[src/rtl/sat_add_pkg.sv]
package sat_add_pkg;

    typedef enum logic [1:0] {
        SZ_B = 2'd0,
        SZ_H = 2'd1,
        SZ_W = 2'd2,
        SZ_D = 2'd3
    } lane_size_e;

    typedef enum logic [1:0] {
        ST_IDLE   = 2'd0,
        ST_DONE   = 2'd1,
        ST_REJECT = 2'd2
    } ctl_state_e;

    // Lane width in bits for a size code, given the narrowest lane.
    function automatic int unsigned lane_bits(input logic [1:0] sz, input int unsigned min_w);
        return min_w << sz;
    endfunction

endpackage

[src/rtl/sat_lane.sv]
module sat_lane #(
    parameter int unsigned W = 8
) (
    input  logic [W-1:0] a_i,
    input  logic [W-1:0] b_i,
    output logic [W-1:0] y_o,
    output logic         sat_o
);
    localparam logic [W-1:0] POS_LIM = {1'b0, {(W-1){1'b1}}};
    localparam logic [W-1:0] NEG_LIM = {1'b1, {(W-1){1'b0}}};

    logic [W-1:0] raw;
    logic         ovf;

    always_comb begin
        raw = a_i + b_i;
        ovf = (a_i[W-1] == b_i[W-1]) && (raw[W-1] != a_i[W-1]);
        if (ovf) begin
            y_o = a_i[W-1] ? NEG_LIM : POS_LIM;
        end else begin
            y_o = raw;
        end
        sat_o = ovf;
    end
endmodule

[src/rtl/sat_lane_array.sv]
module sat_lane_array #(
    parameter int unsigned VEC_W  = 128,
    parameter int unsigned ELEM_W = 8,
    parameter int unsigned ACT_B  = 8
) (
    input  logic [VEC_W-1:0] a_i,
    input  logic [VEC_W-1:0] b_i,
    input  logic [ACT_B-1:0] act_w_i,
    output logic [VEC_W-1:0] y_o,
    output logic             sat_any_o
);
    localparam int unsigned LANES = VEC_W / ELEM_W;

    logic [LANES-1:0] lane_sat;
    logic [LANES-1:0] lane_en;

    for (genvar j = 0; j < LANES; j++) begin : g_lane
        sat_lane #(.W(ELEM_W)) i_lane (
            .a_i   (a_i[j*ELEM_W +: ELEM_W]),
            .b_i   (b_i[j*ELEM_W +: ELEM_W]),
            .y_o   (y_o[j*ELEM_W +: ELEM_W]),
            .sat_o (lane_sat[j])
        );
        assign lane_en[j] = (ACT_B'(j * ELEM_W) < act_w_i);
    end

    assign sat_any_o = |(lane_sat & lane_en);
endmodule

[src/rtl/sat_vec_adder.sv]
module sat_vec_adder
    import sat_add_pkg::*;
#(
    parameter int unsigned VEC_W      = 128,
    parameter int unsigned MIN_ELEM_W = 8,
    parameter int unsigned NUM_SIZES  = 4
) (
    input  logic             clk,
    input  logic             rst_n,
    input  logic             valid_i,
    input  logic [1:0]       size_i,
    input  logic             wide_i,
    input  logic             scalar_i,
    input  logic             clr_sat_i,
    input  logic [VEC_W-1:0] opa_i,
    input  logic [VEC_W-1:0] opb_i,
    output logic [VEC_W-1:0] result_o,
    output logic             sat_flag_o,
    output logic             done_o,
    output logic             illegal_o
);
    localparam int unsigned HALF_W = VEC_W / 2;
    localparam int unsigned ACT_B  = $clog2(VEC_W) + 1;

    logic [VEC_W-1:0] sum_by_sz [NUM_SIZES];
    logic [NUM_SIZES-1:0] sat_by_sz;
    logic [ACT_B-1:0] act_w;
    logic [VEC_W-1:0] keep_mask;
    logic [VEC_W-1:0] sum_sel;
    logic             sat_sel;
    logic             reserved;
    logic             accept;
    ctl_state_e       state_q, state_d;

    // Active width in bits for this request.
    always_comb begin
        if (scalar_i) begin
            act_w = ACT_B'(lane_bits(size_i, MIN_ELEM_W));
        end else if (wide_i) begin
            act_w = ACT_B'(VEC_W);
        end else begin
            act_w = ACT_B'(HALF_W);
        end
    end

    for (genvar s = 0; s < NUM_SIZES; s++) begin : g_size
        sat_lane_array #(
            .VEC_W  (VEC_W),
            .ELEM_W (MIN_ELEM_W << s),
            .ACT_B  (ACT_B)
        ) i_arr (
            .a_i       (opa_i),
            .b_i       (opb_i),
            .act_w_i   (act_w),
            .y_o       (sum_by_sz[s]),
            .sat_any_o (sat_by_sz[s])
        );
    end

    always_comb begin
        for (int k = 0; k < VEC_W; k++) begin
            keep_mask[k] = (ACT_B'(k) < act_w);
        end
        sum_sel  = sum_by_sz[size_i] & keep_mask;
        sat_sel  = sat_by_sz[size_i];
        reserved = !scalar_i && !wide_i && (size_i == SZ_D);
        accept   = valid_i && !reserved;
    end

    // Next-state selection.
    always_comb begin
        state_d = ST_IDLE;
        unique case (state_q)
            ST_IDLE, ST_DONE, ST_REJECT: begin
                if (valid_i && reserved) begin
                    state_d = ST_REJECT;
                end else if (valid_i) begin
                    state_d = ST_DONE;
                end else begin
                    state_d = ST_IDLE;
                end
            end
            default: state_d = ST_IDLE;
        endcase
    end

    // State register.
    always_ff @(posedge clk or negedge rst_n) begin
        if (!rst_n) begin
            state_q <= ST_IDLE;
        end else begin
            state_q <= state_d;
        end
    end

    // Output decode.
    always_comb begin
        done_o    = (state_q == ST_DONE);
        illegal_o = (state_q == ST_REJECT);
    end

    always_ff @(posedge clk or negedge rst_n) begin
        if (!rst_n) begin
            result_o <= '0;
        end else if (accept) begin
            result_o <= sum_sel;
        end
    end

    always_ff @(posedge clk or negedge rst_n) begin
        if (!rst_n) begin
            sat_flag_o <= 1'b0;
        end else if (clr_sat_i) begin
            sat_flag_o <= accept && sat_sel;
        end else if (accept && sat_sel) begin
            sat_flag_o <= 1'b1;
        end
    end
endmodule

[config.mk]
export PLATFORM = sky130hd
export DESIGN_NAME = sat_vec_adder
export DESIGN_NICKNAME = d
export VERILOG_FILES = /design/src/rtl/sat_add_pkg.sv /design/src/rtl/sat_lane.sv /design/src/rtl/sat_lane_array.sv /design/src/rtl/sat_vec_adder.sv
export SDC_FILE = /design/constraint.sdc
export NUM_CORES = 1
export LEC_CHECK = 0
export ABC_AREA = 0
export BUFFER_PORTS_ARGS = -buffer_cell sky130_fd_sc_hd__buf_2
export CORE_UTILIZATION = 29
export DETAILED_ROUTE_END_ITERATION = 16
export GPL_ROUTABILITY_DRIVEN = 1
export GPL_TIMING_DRIVEN = 0
export HOLD_SLACK_MARGIN = 0.12
export PLACE_DENSITY = 0.5
export SLEW_MARGIN = 20
export SYNTH_ARGS = -nofsm -noshare
export SYNTH_HDL_FRONTEND = slang
export SYNTH_SLANG_ARGS = --single-unit
[constraint.sdc]
create_clock -name clk -period 3 [get_ports clk]
set_input_delay 0.45 -clock clk [delete_from_list [all_inputs] [get_ports clk]]
set_output_delay 0.45 -clock clk [all_outputs]
set_load 0.02 [all_outputs]
**Yosys cells after proc, flatten, opt, wreduce, memory -nomap -nowiden**

Cells that the tools add are included.
Widths: inputs -> output; s select.

- Bits in registers: 131
- Input port bits: 264
- Output and inout port bits: 131
- Logic and storage cells: 336

- Reduce and logical (&&, ||, !) cells: 45
- Add/sub/neg operators: 30
- Shift-type cells: 1
- Bitwise operators: 6
- Multiplexer cells: 72
- Order comparisons: 130
- Equal/unequal tests: 49

Operators by type and width:

| cell | number |
|---|---|
| $lt 7x8->1 const A | 64 |
| $mux 8 | 34 |
| $bmux 128 s2 | 1 |
| $lt 6x8->1 const A | 32 |
| $mux 128 | 2 |
| $mux 16 | 16 |
| $mux 32 | 8 |
| $mux 64 | 4 |
| $add 16x16->16 | 8 |
| $add 32x32->32 | 4 |
| $add 64x64->64 | 2 |
| $add 8x8->8 | 16 |
| $and 128x128->128 | 1 |
| $lt 5x8->1 const A | 16 |
| $lt 4x8->1 const A | 8 |
| $logic_and 1x1->1 | 35 |
| $lt 3x8->1 const A | 4 |
| $ne 1x1->1 | 30 |
| $and 16x16->16 | 1 |
| $eq 1x1->1 | 16 |
| $lt 1x8->1 const A | 2 |
| $lt 2x8->1 const A | 2 |
| $reduce_or 16->1 | 1 |
| $and 8x8->8 | 1 |
| 18 further kinds | 25 |

**Depth between registers and ports, before layout**

Gate-level depths: netlist (run 1).

- Depth after elaboration: 10
- Depth in mapped cells: 15
- Gate-level depth less buffers: 14

**Cells and area by module**

A second synthesis (run 1) with hierarchy kept.

- Cells, all modules: 4747
- Area total of the unflattened synthesis: 39241.4 µm²

Modules (own cells, without submodules):

| module | sequential area each (µm²) | cells each | instances | area an instance (µm²) |
|---|---|---|---|---|
| sat_lane at g_size[2].i_arr.g_lane[0].i_lane ... | 0.0 | 273 | 4 | 2030.7 |
| sat_vec_adder | 3278.1 | 476 | 1 | 7823.8 |
| sat_lane at g_size[1].i_arr.g_lane[0].i_lane ... | 0.0 | 112 | 8 | 879.6 |
| sat_lane at g_size[3].i_arr.g_lane[1].i_lane | 0.0 | 645 | 1 | 4540.6 |
| sat_lane at g_size[3].i_arr.g_lane[0].i_lane | 0.0 | 620 | 1 | 4154.0 |
| sat_lane at g_size[0].i_arr.g_lane[1].i_lane ... | 0.0 | 58 | 9 | 425.4 |
| sat_lane at g_size[0].i_arr.g_lane[0].i_lane ... | 0.0 | 58 | 7 | 446.7 |
| sat_lane_array at g_size[0].i_arr | 0.0 | 49 | 1 | 325.3 |
| sat_lane_array at g_size[1].i_arr | 0.0 | 26 | 1 | 178.9 |
| sat_lane_array at g_size[2].i_arr | 0.0 | 9 | 1 | 61.3 |
| sat_lane_array at g_size[3].i_arr | 0.0 | 6 | 1 | 42.5 |

**Worst setup path after synthesis (run 1)**

No wires, ideal clock.

- Kind: input to register
- Start: in opa_i[1]
- End: reg result_o[27]
- Library setup time: 110 ps
- Required time: 2890 ps
- Data arrival time: 3704 ps
- Setup slack: -814 ps
- Buffers on the path: 0
- Cell stages on the path: 13
- Cell sequence: ha_1 -> a211oi_1 -> o21ai_1 -> o2111ai_1 -> a211oi_4 -> or2_2 -> fa_1 -> xnor2_1 -> o21ai_1 -> and2_0 -> or3_1 -> nand2_1 -> o41ai_1

- Word-level cells in the longest chain between the ends: 8
- Elaborated cells between the ends (all ways): 12
- Those cells by class: add/sub: 2; eq/ne: 2; mux: 5; bitwise: 1; reduce/logical: 2

RTL lines:

| element | RTL line | source |
|---|---|---|
| start: declaration | sat_vec_adder.sv:15 | `input logic [VEC_W-1:0] opa_i,` |
| $add 64x64->64 / $add 32x32->32 (equally long branches) | sat_lane.sv:16 | `raw = a_i + b_i;` |
| $ne 1x1->1 | sat_lane.sv:17 | `ovf = (a_i[W-1] == b_i[W-1]) && (raw[W-1] != a_i[W-1]);` |
| $logic_and 1x1->1 | sat_lane.sv:17 |  |
| $mux 64 / $mux 32 (equally long branches) | sat_lane.sv:18 | `if (ovf) begin` |
| $bmux 128 s2 (*) | sat_vec_adder.sv:64 | `sum_sel = sum_by_sz[size_i] & keep_mask;` |
| $mux 128 (implied by the code) (*) (2 in a row) | sat_vec_adder.sv:64 |  |
| $and 128x128->128 (*) | sat_vec_adder.sv:64 |  |
| end signal: assignment | sat_vec_adder.sv:106 | `result_o <= sum_sel;` |
| end: declaration | sat_vec_adder.sv:17 | `output logic [VEC_W-1:0] result_o,` |

Every way passes the cells marked *; elsewhere a longest branch is shown, timed or not. The select of a mux whose other input is x is not followed.
A chain may end at the register's enable or synchronous reset.

**Worst setup path after layout (run 1)**

- Start: in opa_i[26]
- End: reg result_o[21]

- Word-level cells in the longest chain between the ends: 8
- Elaborated cells between the ends (all ways): 16
- Those cells by class: add/sub: 3; eq/ne: 3; mux: 6; bitwise: 1; reduce/logical: 3

RTL lines:

| element | RTL line |
|---|---|
| $add 64x64->64 (tied with other cells) | sat_lane.sv:16 |
| $ne 1x1->1 | sat_lane.sv:17 |
| $logic_and 1x1->1 | sat_lane.sv:17 |
| $mux 64 (tied with other cells) | sat_lane.sv:18 |
| $bmux 128 s2 (*) | sat_vec_adder.sv:64 |
| $mux 128 (implied by the code) (*) (2 in a row) | sat_vec_adder.sv:64 |
| $and 128x128->128 (*) | sat_vec_adder.sv:64 |

Marks and branches as above.

==> metrics.yaml, run 1 <==
route:
  drt-pass1-iter-count: 5
  wl_per_cell_microns: 24.9
  detail_route.drc_violations: 0
  antenna_violating_nets_post_route: 0
  dr_wl_met2_microns: 49700
  m1WireLength_microns: 44300
  detail_route.vias_per_cell: 5.92
  num_vias: 25300
  drt_iter0_markers: 2246
  topRoutingLayerUsed: "met5"
  wl_met3_microns: 7480
  postRouteWirelength_microns: 106000
floorplan:
  start_util: 0.295
  rows: 95
  number_of_top_level_pins: 395
  die_area_sq_mm: 0.0699
  design.core.area_sq_mm: 0.0676
  die_h_microns: 264
  fp.dieW_microns: 264
power:
  p_total_mw: 11.1
  internal_power_mw: 5.77
  power_per_standard_cell_area_mw_per_mm2: 396
  netSwitchingPower_mw: 5.33
  combinationalPowerShare: 0.608
  power.sequential.fraction: 0.199
  ir_worst_vdd_v: 0.000274
  clock_share_of_power: 0.193
  switching_share_of_power: 0.480
  p_leak_nw: 11.7
clock_tree:
  cts.sink_count: 131
  numCtsBuffers: 17
  insertion_delay_ps: 500
  worst_setup_hold_path_clk_slew_ps: 60
  tritoncts: "yes"
  cts_htree_levels: 4
  root_buffer: "clkbuf_16"
  cts-root-to-sink-buffers: 2
logic_synthesis:
  seq_area_frac_synth: 0.164
  postSynth.topFlopCell: "dfrtp_1"
  async_reset_ff_frac: 1.00
  netlist_instances: 2852
  number_of_flops_mapped_to_enable_cells_by_yosys: 0
  postSynthNetCount: 3262
  syn_area_per_cell_sq_um: 7.00
  ys_warn_count: 0
  post_synth_instance_area_sq_mm: 0.0200
  postSynthRegisterBits: 131
  synth_cell_types: 93
global_routing:
  grt_overflow_total: 0
  grt.total_usage: 0.293
  grt_antenna_before_repair: 4
  number_of_global_route_vias_before_repair: 24200
  grt_first_pass_wirelength_microns: 155000
  pin_count_of_the_biggest_net_entering_global_routing: 70
timing:
  postLayoutSetupSlackWorst_ps: -329
  worst_slew_margin_rel: 0.253
  timing.final.hold_violations: 0
  rsz0062_at_grt: "yes"
  final.setup.tns_ps: -15060
  fin_crit_sh: 1.11
  max_slew.worst_pin.slew_ps: 1120
  fmax_mhz: 300
  setup_viol: 79
  final_period_minus_worst_setup_slack_ps: 3330
  clock-skew-final_ps: 1.45
  timing_max_transition_violations_final: 0
finish:
  final_cell_area_sq_mm: 0.0280
  drive_above_1_share: 0.328
  fillers: 7098
  area_growth_syn_to_layout_pct: 40.5
  num-nets-final: 3803
  fin_util: 0.414
outcome:
  failed_checks: "setup timing"
  outcome: "finished, violations left"
setup_path:
  critical_path.endpoint_type: "register"
  path_class: "in -> reg"
  largest_fanout_of_any_net_on_the_critical_path: 6
  reg2reg_slack_ps: 1850
  cp_data_required_time_ps: 3450
  worstReg2RegEnd: "result_o[126]"
  reg2regPathDepth: 4
  worst_r2r_startpoint: "result_o[126]"
  critical_path_start_type: "primary input"
  worst-endpoint-arrival_ps: 3780
worst_hold_path:
  hp-start: "wide_i"
  hp-class: "in -> reg"
  hold_depth: 2
  hold_path_end: "state_q[1]"
placement:
  io_buffers: 392
  gp_congestion: 0.951
  detailed_placer_s_ending_hpwl_microns: 81800
  post_dp_cell_area_sq_mm: 0.0241
run:
  max_cap_viol_count: 0
[layout by cell type (no fill, tap or decap), drive strengths merged, types with 25 or more instances in the layout]
cell type  synthesis  final
or3               26     26
o21ai            332    332
o211ai            34     35
nand4             70     70
a221oi            31     31
a211oi            31     31
o21a              34     34
ha               126    126
xnor2            134    134
o21bai            30     30
nor2b             26     26
a31oi             36     36
nor3              54     54
xor2              68     68
nand2            312    312
nand3             48     48
clkbuf           121    130
a21oi            362    362
and2              25     25
a21o              68     68
dfrtp            131    131
nor2             249    249
nand2b            31     31
inv               91     91
buf               51    586
[flip-flops by register name (all words and copies together), names as in the netlist]
register	flops
sat_flag_o	1
state_q	2
result_o	128
[logic make-up (layout without fill, tap and decap cells)]
family / count (synthesis) / count (layout) / synth area share
and+or+nand+nor: 909 / 909 / 0.212
adders and majority gates: 147 / 147 / 0.0996
other: 0 / 3 / 0
DFF: 131 / 131 / 0.164
xor gates and xnor gates: 202 / 202 / 0.0887
muxes: 3 / 3 / 0.00150
AOI/OAI and AO/OA: 1195 / 1196 / 0.380
buffers and inverters: 265 / 817 / 0.0541
[what timing repair did]
action	in CTS	in global routing
setup buffers	79	61
pin swaps	105	106
cloned	2	4
hold buffers	1	0
endpoints found under the hold margin	62	0
endpoints found under the setup margin	129	127
gates resized for setup	281	279
[Yosys cell counts (7+ instances only)]
cell type,number,area (sq um)
ha_1,126,1580
a211oi_1,29,218
a22oi_1,13,97.6
inv_1,90,338
a21oi_1,361,1810
and4_1,7,61.3
o21ai_0,316,1580
a31oi_1,34,213
nand2_1,311,1170
a221oi_1,29,254
o21a_1,34,255
clkbuf_1,120,450
nand4_1,69,432
xnor2_1,134,1170
a311oi_1,10,87.6
xor2_1,68,596
or2_2,18,113
buf_2,39,195
nor4_1,12,75.1
a221o_1,11,110
and2_1,23,144
a32o_1,20,200
o21bai_1,30,225
o221ai_1,18,158
a211o_1,9,78.8
and3_1,15,93.8
o2111ai_1,9,78.8
nand2b_1,31,194
fa_1,20,400
dfrtp_1,131,3280
nor3_1,53,265
a21boi_0,9,67.6
nor2_1,249,935
a21o_1,68,510
o21ai_1,15,75.1
a31o_2,8,70.1
nand3_1,48,240
or3_1,25,156
o31ai_1,22,165
o22ai_1,21,131
nor2b_1,26,163
o211ai_1,32,240
a22o_1,18,158
[stage by stage]
step	std cells	setup WS, ps	hold slack [ps]
floorplan	2852	-605	154
global placement	4117	-1870	453
detailed placement	4118	-1710	444
CTS	4218	-299	184
global route	4279	-393	208
finish	4281	-329	206
[layout make-up]
class	instances	area [sq um]	share of cell area
clock inverter	6	55.1	0.00196
clock buffer	25	475	0.0170
antenna	3	7.51	0.000268
inverter	93	349	0.0125
sequential	131	3280	0.117
multi-input combinational	2457	18300	0.652
tap	873	1090	0.0390
buffer	155	1090	0.0390
timing repair buffer	538	3410	0.122
[worst max-delay path, cell delays in order]
cell,delay [ps]
buf_6,100
ha_4,270
nand4_1,190
or2_4,310
or3_4,350
a211oi_4,230
or2_4,170
fa_2,460
xnor2_2,170
o21ai_4,310
nand2_4,140
clkbuf_16,180
a221oi_4,290
a22o_1,160
[worst max-delay path by stage]
stage,startpoint,end,slack [ps],depth (start not counted)
after floorplan,opb_i[26],result_o[28],-600,14
after global placement,size_i[0],result_o[113],-1870,9
after detailed placement,opa_i[121],result_o[92],-1710,14
after CTS,opa_i[26],result_o[14],-300,15
after global routing,opa_i[18],result_o[1],-390,15
final,opa_i[26],result_o[21],-330,14
[power groups by stage]
stage          combinational, mW  clock, mW  sequential, mW
2_1_floorplan               3.53          0            2.52
3_3_place_gp                5.77          0            2.24
3_5_place_dp                5.77          0            2.24
4_1_cts                     6.24       2.18            2.21
5_1_grt                     7.21       2.24            2.24
6_report                    6.76       2.14            2.21
[per-layer routing]
| metal | global-route usage | up-vias |
|---|---|---|
| met1 | 0.374 | 12200 |
| met2 | 0.485 | 1154 |
| met3 | 0.0527 | 248 |
| met4 | 0.120 | 4 |
| met5 | 0 | - |
| li1 | - | 11700 |
Power figures use the tool's default switching activity.
==> run 2, diff against run 1 <==
- SKIP_LAST_GASP: default -> 1
==> run 2 against run 1 <==
Net effect:
- the flow still finishes with violations (setup timing)
- utilization hardly changed
- clock skew is 1.7 ps higher
- combinational power hardly changed
- critical path type unchanged
- sequential share of layout area hardly changed
- final cell count hardly changed
- final area hardly changed
- highest routed layer unchanged
==> metrics.yaml, run 2 (synthesis results as in run 1) <==
outcome:
  outcome: "finished, violations left"  # unchanged
  failed_checks: "setup timing"  # unchanged
global_routing:
  grt_antenna_before_repair: 4  # unchanged
  pin_count_of_the_biggest_net_entering_global_routing: 70  # unchanged
  grt.total_usage: 0.293  # about the same
  grt_first_pass_wirelength_microns: 155000  # about the same
  number_of_global_route_vias_before_repair: 24200  # about the same
  grt_overflow_total: 0  # unchanged
timing:
  fin_crit_sh: 1.11  # about the same
  setup_viol: 86  # was 79
  final.setup.tns_ps: -15350  # was -15060 ps
  final_period_minus_worst_setup_slack_ps: 3330  # about the same
  rsz0062_at_grt: "yes"  # unchanged
  postLayoutSetupSlackWorst_ps: -326  # was -329 ps
  timing.final.hold_violations: 0  # unchanged
  timing_max_transition_violations_final: 0  # unchanged
  worst_slew_margin_rel: 0.248  # was 0.253
  max_slew.worst_pin.slew_ps: 1130  # was 1120 ps
  fmax_mhz: 301  # was 300 MHz
  clock-skew-final_ps: 3.10  # was 1.45 ps
clock_tree:
  numCtsBuffers: 17  # unchanged
  cts_htree_levels: 4  # unchanged
  insertion_delay_ps: 500  # about the same
  cts-root-to-sink-buffers: 2  # unchanged
  root_buffer: "clkbuf_16"  # unchanged
  cts.sink_count: 131  # unchanged
  tritoncts: "yes"  # unchanged
  worst_setup_hold_path_clk_slew_ps: 70  # was 60 ps
setup_path:
  critical_path.endpoint_type: "register"  # unchanged
  critical_path_start_type: "primary input"  # unchanged
  largest_fanout_of_any_net_on_the_critical_path: 6  # unchanged
  path_class: "in -> reg"  # unchanged
  worst-endpoint-arrival_ps: 3770  # was 3780 ps
  cp_data_required_time_ps: 3450  # about the same
worst_hold_path:
  hp-class: "in -> reg"  # unchanged
route:
  drt_iter0_markers: 2311  # was 2246
  antenna_violating_nets_post_route: 0  # unchanged
  num_vias: 25400  # was 25300
  postRouteWirelength_microns: 107000  # was 106000 microns
  detail_route.vias_per_cell: 5.92  # about the same
  drt-pass1-iter-count: 8  # was 5
  detail_route.drc_violations: 0  # unchanged
  wl_per_cell_microns: 24.9  # about the same
finish:
  num-nets-final: 3805  # was 3803
  mostFrequentLayoutCell: "buf_2"  # unchanged
  leading_cell_types_in_the_layout_fill_and_taps_excluded: "buf_2 (393), nand2_1 (280), a21oi_1 (276)"  # was buf_2 (390), nand2_1 (278), a21oi_1 (274)
  final_cell_area_sq_mm: 0.0280  # about the same
  drive_above_1_share: 0.323  # was 0.328
  layout_top_registers: "result_o: 128 flops, state_q: 2 flops, sat_flag_o: 1 flops"  # unchanged
  max_flop_register: "result_o"  # unchanged
  area_growth_syn_to_layout_pct: 40.3  # was 40.5%
  largest_register_ffs: 128  # unchanged
power:
  p_leak_nw: 11.7  # about the same
  power_per_standard_cell_area_mw_per_mm2: 397  # was 396 mW/mm^2
  p_total_mw: 11.1  # about the same
  ir_worst_vdd_v: 0.000273  # was 0.000274 V
placement:
  post_dp_cell_area_sq_mm: 0.0241  # unchanged
  pre_cts_ws_ps: -1710  # unchanged
  gp_congestion: 0.951  # unchanged
  detailed_placer_s_ending_hpwl_microns: 81800  # unchanged
  io_buffers: 392  # unchanged
floorplan:
  number_of_top_level_pins: 395  # unchanged
  start_util: 0.295  # unchanged
  die_h_microns: 264  # unchanged
  die_area_sq_mm: 0.0699  # unchanged
  fp.dieW_microns: 264  # unchanged
  design.core.area_sq_mm: 0.0676  # unchanged
  rows: 95  # unchanged
run:
  max_cap_viol_count: 0  # unchanged
run 2: path summary, 6_finish.rpt:
kind | startpoint | endpoint | slack, ps | cells after the start
setup / recovery | opa_i[26] | result_o[21] | -330 | 14
hold / removal | wide_i | state_q[1] | 210 | 2
setup reg to reg | result_o[126] | result_o[126] | 1850 | 4
hold reg to reg | result_o[114] | result_o[114] | 460 | 2
min in group asynchronous | rst_n | result_o[45] | 480 | 2
max in group asynchronous | rst_n | result_o[120] | 1700 | 3
run 2: power breakdown:
group / leakage [nW] / switching, mW / total, mW / internal (mW)
logic: 9.78 / 4.17 / 6.75 / 2.58
clock network: 0.265 / 0.979 / 2.15 / 1.17
registers: 1.69 / 0.183 / 2.21 / 2.03
total: 11.7 / 5.33 / 11.1 / 5.77
run 2: final cells by class:
| cell class | count | area [sq um] |
|---|---|---|
| antenna | 5 | 12.5 |
| buffer | 153 | 1100 |
| clock buffer | 25 | 475 |
| clock inverter | 6 | 55.1 |
| fill | 7111 | 39600 |
| inverter | 93 | 349 |
| multi-input combinational | 2457 | 18200 |
| sequential | 131 | 3280 |
| tap | 873 | 1090 |
| timing repair buffer | 542 | 3430 |
run 2: per-layer routing:
metal	wire length, microns	part of all wire	global-route usage
met1	43600	0.41	0.373
met5	13	0.00012	0
met3	8410	0.079	0.0531
met2	49800	0.47	0.485
met4	4880	0.046	0.120
run 2: through the flow:
step / hold WS (ps) / std cells / utilization
floorplan: 154 / 2852 / -
global placement: 453 / 4117 / 0.356
detailed placement: 444 / 4118 / 0.357
CTS: 184 / 4218 / 0.391
global route: 208 / 4281 / 0.414
finish: 207 / 4285 / 0.414
run 2: what timing repair did:
action                                  in CTS  in global routing
endpoints found under the setup margin     129                127
endpoints found under the hold margin       62                  0
cloned                                       2                  4
buffers inserted                            79                 64
pin swaps                                  105                111
gates resized for setup                    270                268
hold buffers                                 1                  0
run 2: worst max-delay path, cell delays in order:
cell	delay (ps)
buf_6	100
ha_4	270
nand4_1	190
or2_4	300
or3_4	350
a211oi_4	230
or2_4	170
fa_2	460
xnor2_2	160
o21ai_4	310
nand2_4	140
buf_8	170
a221oi_4	290
a22o_1	160
